### config.mk
export PLATFORM = sky130hd
export DESIGN_NAME = irq_prio_ctrl
export DESIGN_NICKNAME = d
export VERILOG_FILES = /design/src/rtl/irq_prio_pkg.sv /design/src/rtl/irq_tick_div.sv /design/src/rtl/irq_pend_bank.sv /design/src/rtl/irq_prio_enc.sv /design/src/rtl/irq_prio_ctrl.sv
export SDC_FILE = /design/constraint.sdc
export NUM_CORES = 1
export LEC_CHECK = 0
export BUFFER_PORTS_ARGS = -buffer_cell sky130_fd_sc_hd__buf_2
export CORE_ASPECT_RATIO = 0.5
export CORE_MARGIN = 1.5
export CORE_UTILIZATION = 47
export CTS_BUF_LIST = sky130_fd_sc_hd__clkbuf_8
export DETAILED_ROUTE_END_ITERATION = 8
export PLACE_DENSITY = 0.73
export SYNTH_ARGS = -nofsm -noshare
export SYNTH_HDL_FRONTEND = slang
export SYNTH_SLANG_ARGS = --single-unit
### constraint.sdc
create_clock -name clk_i -period 2.12 [get_ports clk_i]
set_input_delay 0.424 -clock clk_i [delete_from_list [all_inputs] [get_ports clk_i]]
set_output_delay 0.424 -clock clk_i [all_outputs]
set_load 0.05 [all_outputs]
### src/rtl/irq_prio_pkg.sv
package irq_prio_pkg;
  localparam int unsigned ADDR_W       = 8;
  localparam int unsigned DATA_W       = 8;
  localparam logic [7:0]  ADDR_EN      = 8'h00;
  localparam logic [7:0]  ADDR_PEND    = 8'h01;
  localparam logic [7:0]  ADDR_STAT    = 8'h02;
  localparam logic [7:0]  ADDR_VEC     = 8'hF8;
  localparam logic [7:0]  SRC_BASE     = 8'h10;
  localparam int unsigned STAT_REQ_BIT = 2;
endpackage

### src/rtl/irq_tick_div.sv
module irq_tick_div #(
  parameter int unsigned DIV = 32
) (
  input  logic clk_i,
  input  logic rst_ni,
  output logic tick_o
);
  localparam int unsigned CNT_W = (DIV > 1) ? $clog2(DIV) : 1;
  logic [CNT_W-1:0] cnt_q;

  assign tick_o = (cnt_q == CNT_W'(DIV-1));

  always_ff @(posedge clk_i or negedge rst_ni) begin
    if (!rst_ni)     cnt_q <= '0;
    else if (tick_o) cnt_q <= '0;
    else             cnt_q <= cnt_q + 1'b1;
  end
endmodule

### src/rtl/irq_pend_bank.sv
module irq_pend_bank #(
  parameter int unsigned NUM_SRC = 8
) (
  input  logic               clk_i,
  input  logic               rst_ni,
  input  logic [NUM_SRC-1:0] evt_i,
  input  logic [NUM_SRC-1:0] clr_i,
  output logic [NUM_SRC-1:0] rise_o,
  output logic [NUM_SRC-1:0] pend_o
);
  logic [NUM_SRC-1:0] evt_q, pend_q;

  assign rise_o = evt_i & ~evt_q;
  assign pend_o = pend_q;

  for (genvar g = 0; g < NUM_SRC; g++) begin : g_src
    always_ff @(posedge clk_i or negedge rst_ni) begin
      if (!rst_ni) begin
        evt_q[g]  <= 1'b0;
        pend_q[g] <= 1'b0;
      end else begin
        evt_q[g] <= evt_i[g];
        // set wins over a same-cycle clear
        if (rise_o[g])     pend_q[g] <= 1'b1;
        else if (clr_i[g]) pend_q[g] <= 1'b0;
      end
    end
  end
endmodule

### src/rtl/irq_prio_enc.sv
module irq_prio_enc
  import irq_prio_pkg::*;
#(
  parameter int unsigned NUM_SRC = 8
) (
  input  logic [NUM_SRC-1:0] req_i,
  output logic               any_o,
  output logic [ADDR_W-1:0]  vec_o
);
  always_comb begin
    any_o = 1'b0;
    vec_o = '0;
    for (int i = NUM_SRC - 1; i >= 0; i--) begin
      if (req_i[i]) begin
        any_o = 1'b1;
        vec_o = SRC_BASE + ADDR_W'(i);
      end
    end
  end
endmodule

### src/rtl/irq_prio_ctrl.sv
module irq_prio_ctrl
  import irq_prio_pkg::*;
#(
  parameter int unsigned NUM_SRC = 8,
  parameter int unsigned DIV     = 32
) (
  input  logic               clk_i,
  input  logic               rst_ni,
  input  logic [NUM_SRC-1:0] evt_i,
  input  logic               mgmt_en_i,
  input  logic               wr_en_i,
  input  logic [ADDR_W-1:0]  addr_i,
  input  logic [DATA_W-1:0]  wdata_i,
  output logic [DATA_W-1:0]  rdata_o,
  output logic               irq_n_o
);
  logic [NUM_SRC-1:0] en_q, pend, rise, clr, active;
  logic               tick, any_act, req_q;
  logic [ADDR_W-1:0]  vec;
  logic               unused_wdata;

  assign unused_wdata = ^wdata_i;

  assign clr    = (wr_en_i && addr_i == ADDR_PEND) ? wdata_i[NUM_SRC-1:0] : '0;
  assign active = pend & en_q;

  irq_tick_div #(.DIV(DIV)) div_i (
    .clk_i (clk_i), .rst_ni(rst_ni), .tick_o(tick)
  );

  irq_pend_bank #(.NUM_SRC(NUM_SRC)) bank_i (
    .clk_i (clk_i), .rst_ni(rst_ni), .evt_i(evt_i),
    .clr_i (clr),   .rise_o(rise),   .pend_o(pend)
  );

  irq_prio_enc #(.NUM_SRC(NUM_SRC)) enc_i (
    .req_i(active), .any_o(any_act), .vec_o(vec)
  );

  always_ff @(posedge clk_i or negedge rst_ni) begin
    if (!rst_ni) begin
      en_q  <= '0;
      req_q <= 1'b0;
    end else begin
      if (wr_en_i && addr_i == ADDR_EN) en_q <= wdata_i[NUM_SRC-1:0];
      if (tick) req_q <= any_act;
    end
  end

  always_comb begin
    rdata_o = '0;
    unique case (addr_i)
      ADDR_EN:   rdata_o[NUM_SRC-1:0] = en_q;
      ADDR_PEND: rdata_o[NUM_SRC-1:0] = pend;
      ADDR_STAT: rdata_o[STAT_REQ_BIT] = req_q;
      ADDR_VEC:  rdata_o = DATA_W'(vec);
      default:   rdata_o = '0;
    endcase
  end

  // released unless the management interface is in use
  assign irq_n_o = ~(req_q & mgmt_en_i);
endmodule

==> impl_table.tex <==
\begin{tabular}{lr}
\hline
Metric & Value \\
\hline
\multicolumn{2}{l}{\textbf{Outcome}} \\
\quad Status & finished with violations \\
\quad Violations in the final reports & setup timing \\
\multicolumn{2}{l}{\textbf{STA}} \\
\quad Final hold slack & 0.1664 ns \\
\quad Upper clock frequency limit & 433.9 MHz \\
\quad Maximum clock skew at final layout & 0.005566 ns \\
\quad Period Utilization, post-route & 108.7\% \\
\quad Max-slew headroom at the worst pin & 57.00\% \\
\quad Slew @ Worst Pin & 0.6449 ns \\
\quad Max-slew violation count & 0 \\
\quad Setup slack after layout & -0.1845 ns \\
\quad Number of failing hold endpoints at the final stage & 0 \\
\quad Number of failing setup endpoints in the final timing report & 8 \\
\quad Post-route minimum period & 2.304 ns \\
\quad Unrepaired setup endpoints after global routing & yes \\
\multicolumn{2}{l}{\textbf{Setup path}} \\
\quad Reg2reg end & req\_q \\
\quad Setup crit start & addr\_i[4] \\
\quad Start-to-end type of the worst setup path & in2out \\
\quad Largest fanout on the critical path & 7 \\
\quad Critical Path Start Type & input port \\
\quad Nature of the critical path endpoint & output pin \\
\quad R2R cell count & 4 \\
\quad R2r startpoint & en\_q[6] \\
\quad Arrival time of data at the critical path endpoint & 1.88 ns \\
\quad Setup slack of the worst register-to-register path & 0.78 ns \\
\quad Destination of the critical timing path & rdata\_o[4] \\
\quad Endpoint required time on the critical path & 1.70 ns \\
\multicolumn{2}{l}{\textbf{Routing}} \\
\quad Final Routed Wirelength & 3235 um \\
\quad First-pass detailed-route iteration total & 4 \\
\quad Initial DRC count & 63 \\
\quad Count of unresolved DRC violations after routing & 0 \\
\quad Mean number of vias per cell & 5.460 \\
\quad Number of antenna-violating nets in the routed design & 0 \\
\quad Routed wirelength normalized by instance count & 15.19 um \\
\quad Vias after detailed routing & 1163 \\
\multicolumn{2}{l}{\textbf{Clock tree}} \\
\quad CTS tree & done \\
\quad H-tree depth & 2 \\
\quad TritonCTS buffer count & 5 \\
\quad Sink Count & 30 \\
\quad Clock insertion delay at the later pin of the skew report & 0.28 ns \\
\quad Clock-pin slew reported for the worst setup and hold paths after clock tree synthesis & 0.06 ns \\
\quad Number of hold buffers added after cts & 0 \\
\quad Clock root cell & sky130\_fd\_sc\_hd\_\_clkbuf\_8 \\
\quad Number of buffers on the longest clock path & 2 \\
\multicolumn{2}{l}{\textbf{Synth}} \\
\quad Largest area contributor in the synthesized netlist & sky130\_fd\_sc\_hd\_\_dfrtp\_1 \\
\quad Post-Syn Instances & 119 \\
\quad Most used flip-flop cell after synthesis & sky130\_fd\_sc\_hd\_\_dfrtp\_1 \\
\quad Most area-consuming cells after synthesis & sky130\_fd\_sc\_hd\_\_dfrtp\_1, sky130\_fd\_sc\_hd\_\_a22o\_1, sky130\_fd\_sc\_hd\_\_mux2\_2 \\
\quad Post-synthesis sequential area ratio & 54.64\% \\
\quad Share of flip-flops with an asynchronous set or reset & 100.0\% \\
\quad Post-synth cell types & 30 \\
\quad Most used standard cells in the synthesized netlist & sky130\_fd\_sc\_hd\_\_dfrtp\_1, sky130\_fd\_sc\_hd\_\_nand2\_1, sky130\_fd\_sc\_hd\_\_a22o\_1, sky130\_fd\_sc\_hd\_\_inv\_1, sky130\_fd\_sc\_hd\_\_mux2\_2 \\
\quad Proportion of netlist area held by the largest area contributor & 54.64\% \\
\quad Number of flops mapped to enable cells by yosys & 0 \\
\quad Synthesized flop and latch total & 30 \\
\quad Mapped Area & 1374 um2 \\
\quad Most used standard cell by instance count after synthesis & sky130\_fd\_sc\_hd\_\_dfrtp\_1 \\
\quad Avg Synthesized Cell Area & 11.54 um2 \\
\quad Total number of yosys warnings & 0 \\
\quad Synthesized Nets & 149 \\
\multicolumn{2}{l}{\textbf{Floorplan}} \\
\quad Total number of placement rows & 13 \\
\quad Area enclosed by the die boundary & 3276 um2 \\
\quad Starting density of the core & 51.19\% \\
\quad I/O Pins & 37 \\
\quad Horizontal die dimension & 79.46 um \\
\quad Die outline height & 41.23 um \\
\quad Placeable core region & 2684 um2 \\
\multicolumn{2}{l}{\textbf{Final layout}} \\
\quad Non-Filler Cell Area, Final & 1888 um2 \\
\quad Ant. Diodes & 0 \\
\quad Relative area change from synthesis to final layout & 37.43\% \\
\quad Fraction of final layout cells with drive strength greater than 1 & 43.75\% \\
\quad Post-Layout Cell Count & 213 \\
\quad Fillers & 215 \\
\quad Number of nets in the layout & 205 \\
\quad Area of the multi-input gates & 621.8 um2 \\
\quad Footprint of the flip-flops and latches & 750.7 um2 \\
\multicolumn{2}{l}{\textbf{Run}} \\
\quad Number of maximum-capacitance constraint violations & 0 \\
\multicolumn{2}{l}{\textbf{Power and ir drop}} \\
\quad Switching power total & 290.9 uW \\
\quad Fraction of power consumed by sequential logic & 50.6\% \\
\quad Pleak & 0.0009288 uW \\
\quad Pwr dens & 635.3 nW/um2 \\
\quad Overall Power & 1199 uW \\
\quad Switching share of power & 24.25\% \\
\quad Relative contribution of the clock network to total power & 38.5\% \\
\quad Combinational group share of total power & 10.9\% \\
\quad Maximum vdd drop & 0.0004597 V \\
\quad Cell-internal power & 908.6 uW \\
\multicolumn{2}{l}{\textbf{GRT}} \\
\quad Overflow after GRT & 0 \\
\quad Total global routing track utilization & 22.38\% \\
\quad Maximum number of pins on one net before global-route repair & 31 \\
\quad Wire length of the first global-routing pass & 5002 um \\
\quad Vias in the first global route & 1029 \\
\quad Antenna violations before repair & 0 \\
\multicolumn{2}{l}{\textbf{Placed design}} \\
\quad Number of instances in the placed design & 202 \\
\quad Number of buffers added on ports & 36 \\
\quad Post-placement setup slack & -0.2450 ns \\
\quad Routability congestion estimate & 0.8108 \\
\quad Placement Cell Area & 1689 um2 \\
\quad HPWL after detailed placement & 2192 um \\
\multicolumn{2}{l}{\textbf{Worst hold path}} \\
\quad Class of the tightest hold or removal check & in2async \\
\hline
\end{tabular}
-- critical path: stages --
cell and delay, ns:
sky130_fd_sc_hd__buf_6 0.10, sky130_fd_sc_hd__or4_4 0.57, sky130_fd_sc_hd__nor4b_4 0.25, sky130_fd_sc_hd__buf_6 0.17, sky130_fd_sc_hd__nand2_1 0.06, sky130_fd_sc_hd__o211ai_1 0.09, sky130_fd_sc_hd__buf_4 0.23
-- routing by layer --
layer  share of wire [%]  routed length (um)  track usage (%)  vias up
met5                   0                   0                0        -
met4                 1.3                  43            9.211        0
met3                 4.6                 150            6.889        6
met2                  47                1530            36.86       33
met1                  47                1511            28.53      573
li1                    -                   -                -      551
-- registers in the layout, summed over array words and instances, names as in the netlist --
signal,count
req_q,1
bank_i.pend_o,8
div_i.cnt_q,5
bank_i.evt_q,8
en_q,8
-- cell usage in the layout (no fill, tap or decap), types with 2 or more instances in the layout --
cell and n:
sky130_fd_sc_hd__nor2b_1 2, sky130_fd_sc_hd__a22o_2 3, sky130_fd_sc_hd__nor2_1 6, sky130_fd_sc_hd__o21ai_0 2, sky130_fd_sc_hd__buf_2 26, sky130_fd_sc_hd__dfrtp_1 30, sky130_fd_sc_hd__a32o_1 3, sky130_fd_sc_hd__nand2_1 18
sky130_fd_sc_hd__buf_8 2, sky130_fd_sc_hd__mux2i_1 2, sky130_fd_sc_hd__clkbuf_8 6, sky130_fd_sc_hd__buf_4 14, sky130_fd_sc_hd__buf_6 7, sky130_fd_sc_hd__a22oi_1 3, sky130_fd_sc_hd__mux2_2 8, sky130_fd_sc_hd__ha_1 2
sky130_fd_sc_hd__inv_1 10, sky130_fd_sc_hd__a22o_1 9
-- logic make-up (layout without fill, tap and decap cells) --
logic type	Yosys count	after routing	synth area share, %
multiplexers	10	10	8.015
AND/OR/NAND/NOR	39	39	16.12
flip-flops	30	30	54.64
XOR/XNOR	2	2	1.275
AO/OA/AOI/OAI	27	27	15.67
adder cells (fa/ha/maj)	2	2	1.821
buffers and inverters	9	66	2.459
-- final cells by class --
class                   count  area share (%)
multi-input cells          80           32.94
well taps                  37           2.452
repair buffers             49           18.22
inverters                   9           1.789
clock inverters             2          0.4639
clock buffers               6           4.374
flip-flops and latches     30           39.76
-- power groups by stage --
stage	Clock, uW	Sequential, uW	Combinational (uW)
floorplan	0	612	58.4
global placement	0	616	119
detailed placement	0	617	121
CTS	468	606	126
global route	496	609	147
finish	462	607	131
-- metrics by stage --
| step | util [%] | setup TNS [ns] |
|---|---|---|
| after floorplan | - | -0.5947 |
| after global placement | 62.94 | -1.302 |
| after detailed placement | 62.94 | -1.498 |
| after CTS | 68.90 | -0.6437 |
| after global routing | 70.35 | -1.090 |
| final | 70.35 | -0.8370 |
-- how the worst min path moves through the flow --
stage,startpoint,to,slack [ns],cells past startpoint
2_1_floorplan,rst_ni,bank_i.evt_q[0],0.13,0
3_3_place_gp,div_i.cnt_q[0],div_i.cnt_q[0],0.46,1
3_5_place_dp,div_i.cnt_q[0],div_i.cnt_q[0],0.46,1
4_1_cts,rst_ni,en_q[3],0.19,1
5_1_grt,rst_ni,bank_i.pend_o[7],0.22,1
6_report,rst_ni,en_q[7],0.17,1
-- repair_timing --
action,4_1_cts,5_1_grt
gates resized for setup,16,7
pin swaps,3,2
setup endpoints to repair,8,8
cloned,0,0
setup buffers,2,1
Power figures use the tool's default switching activity.
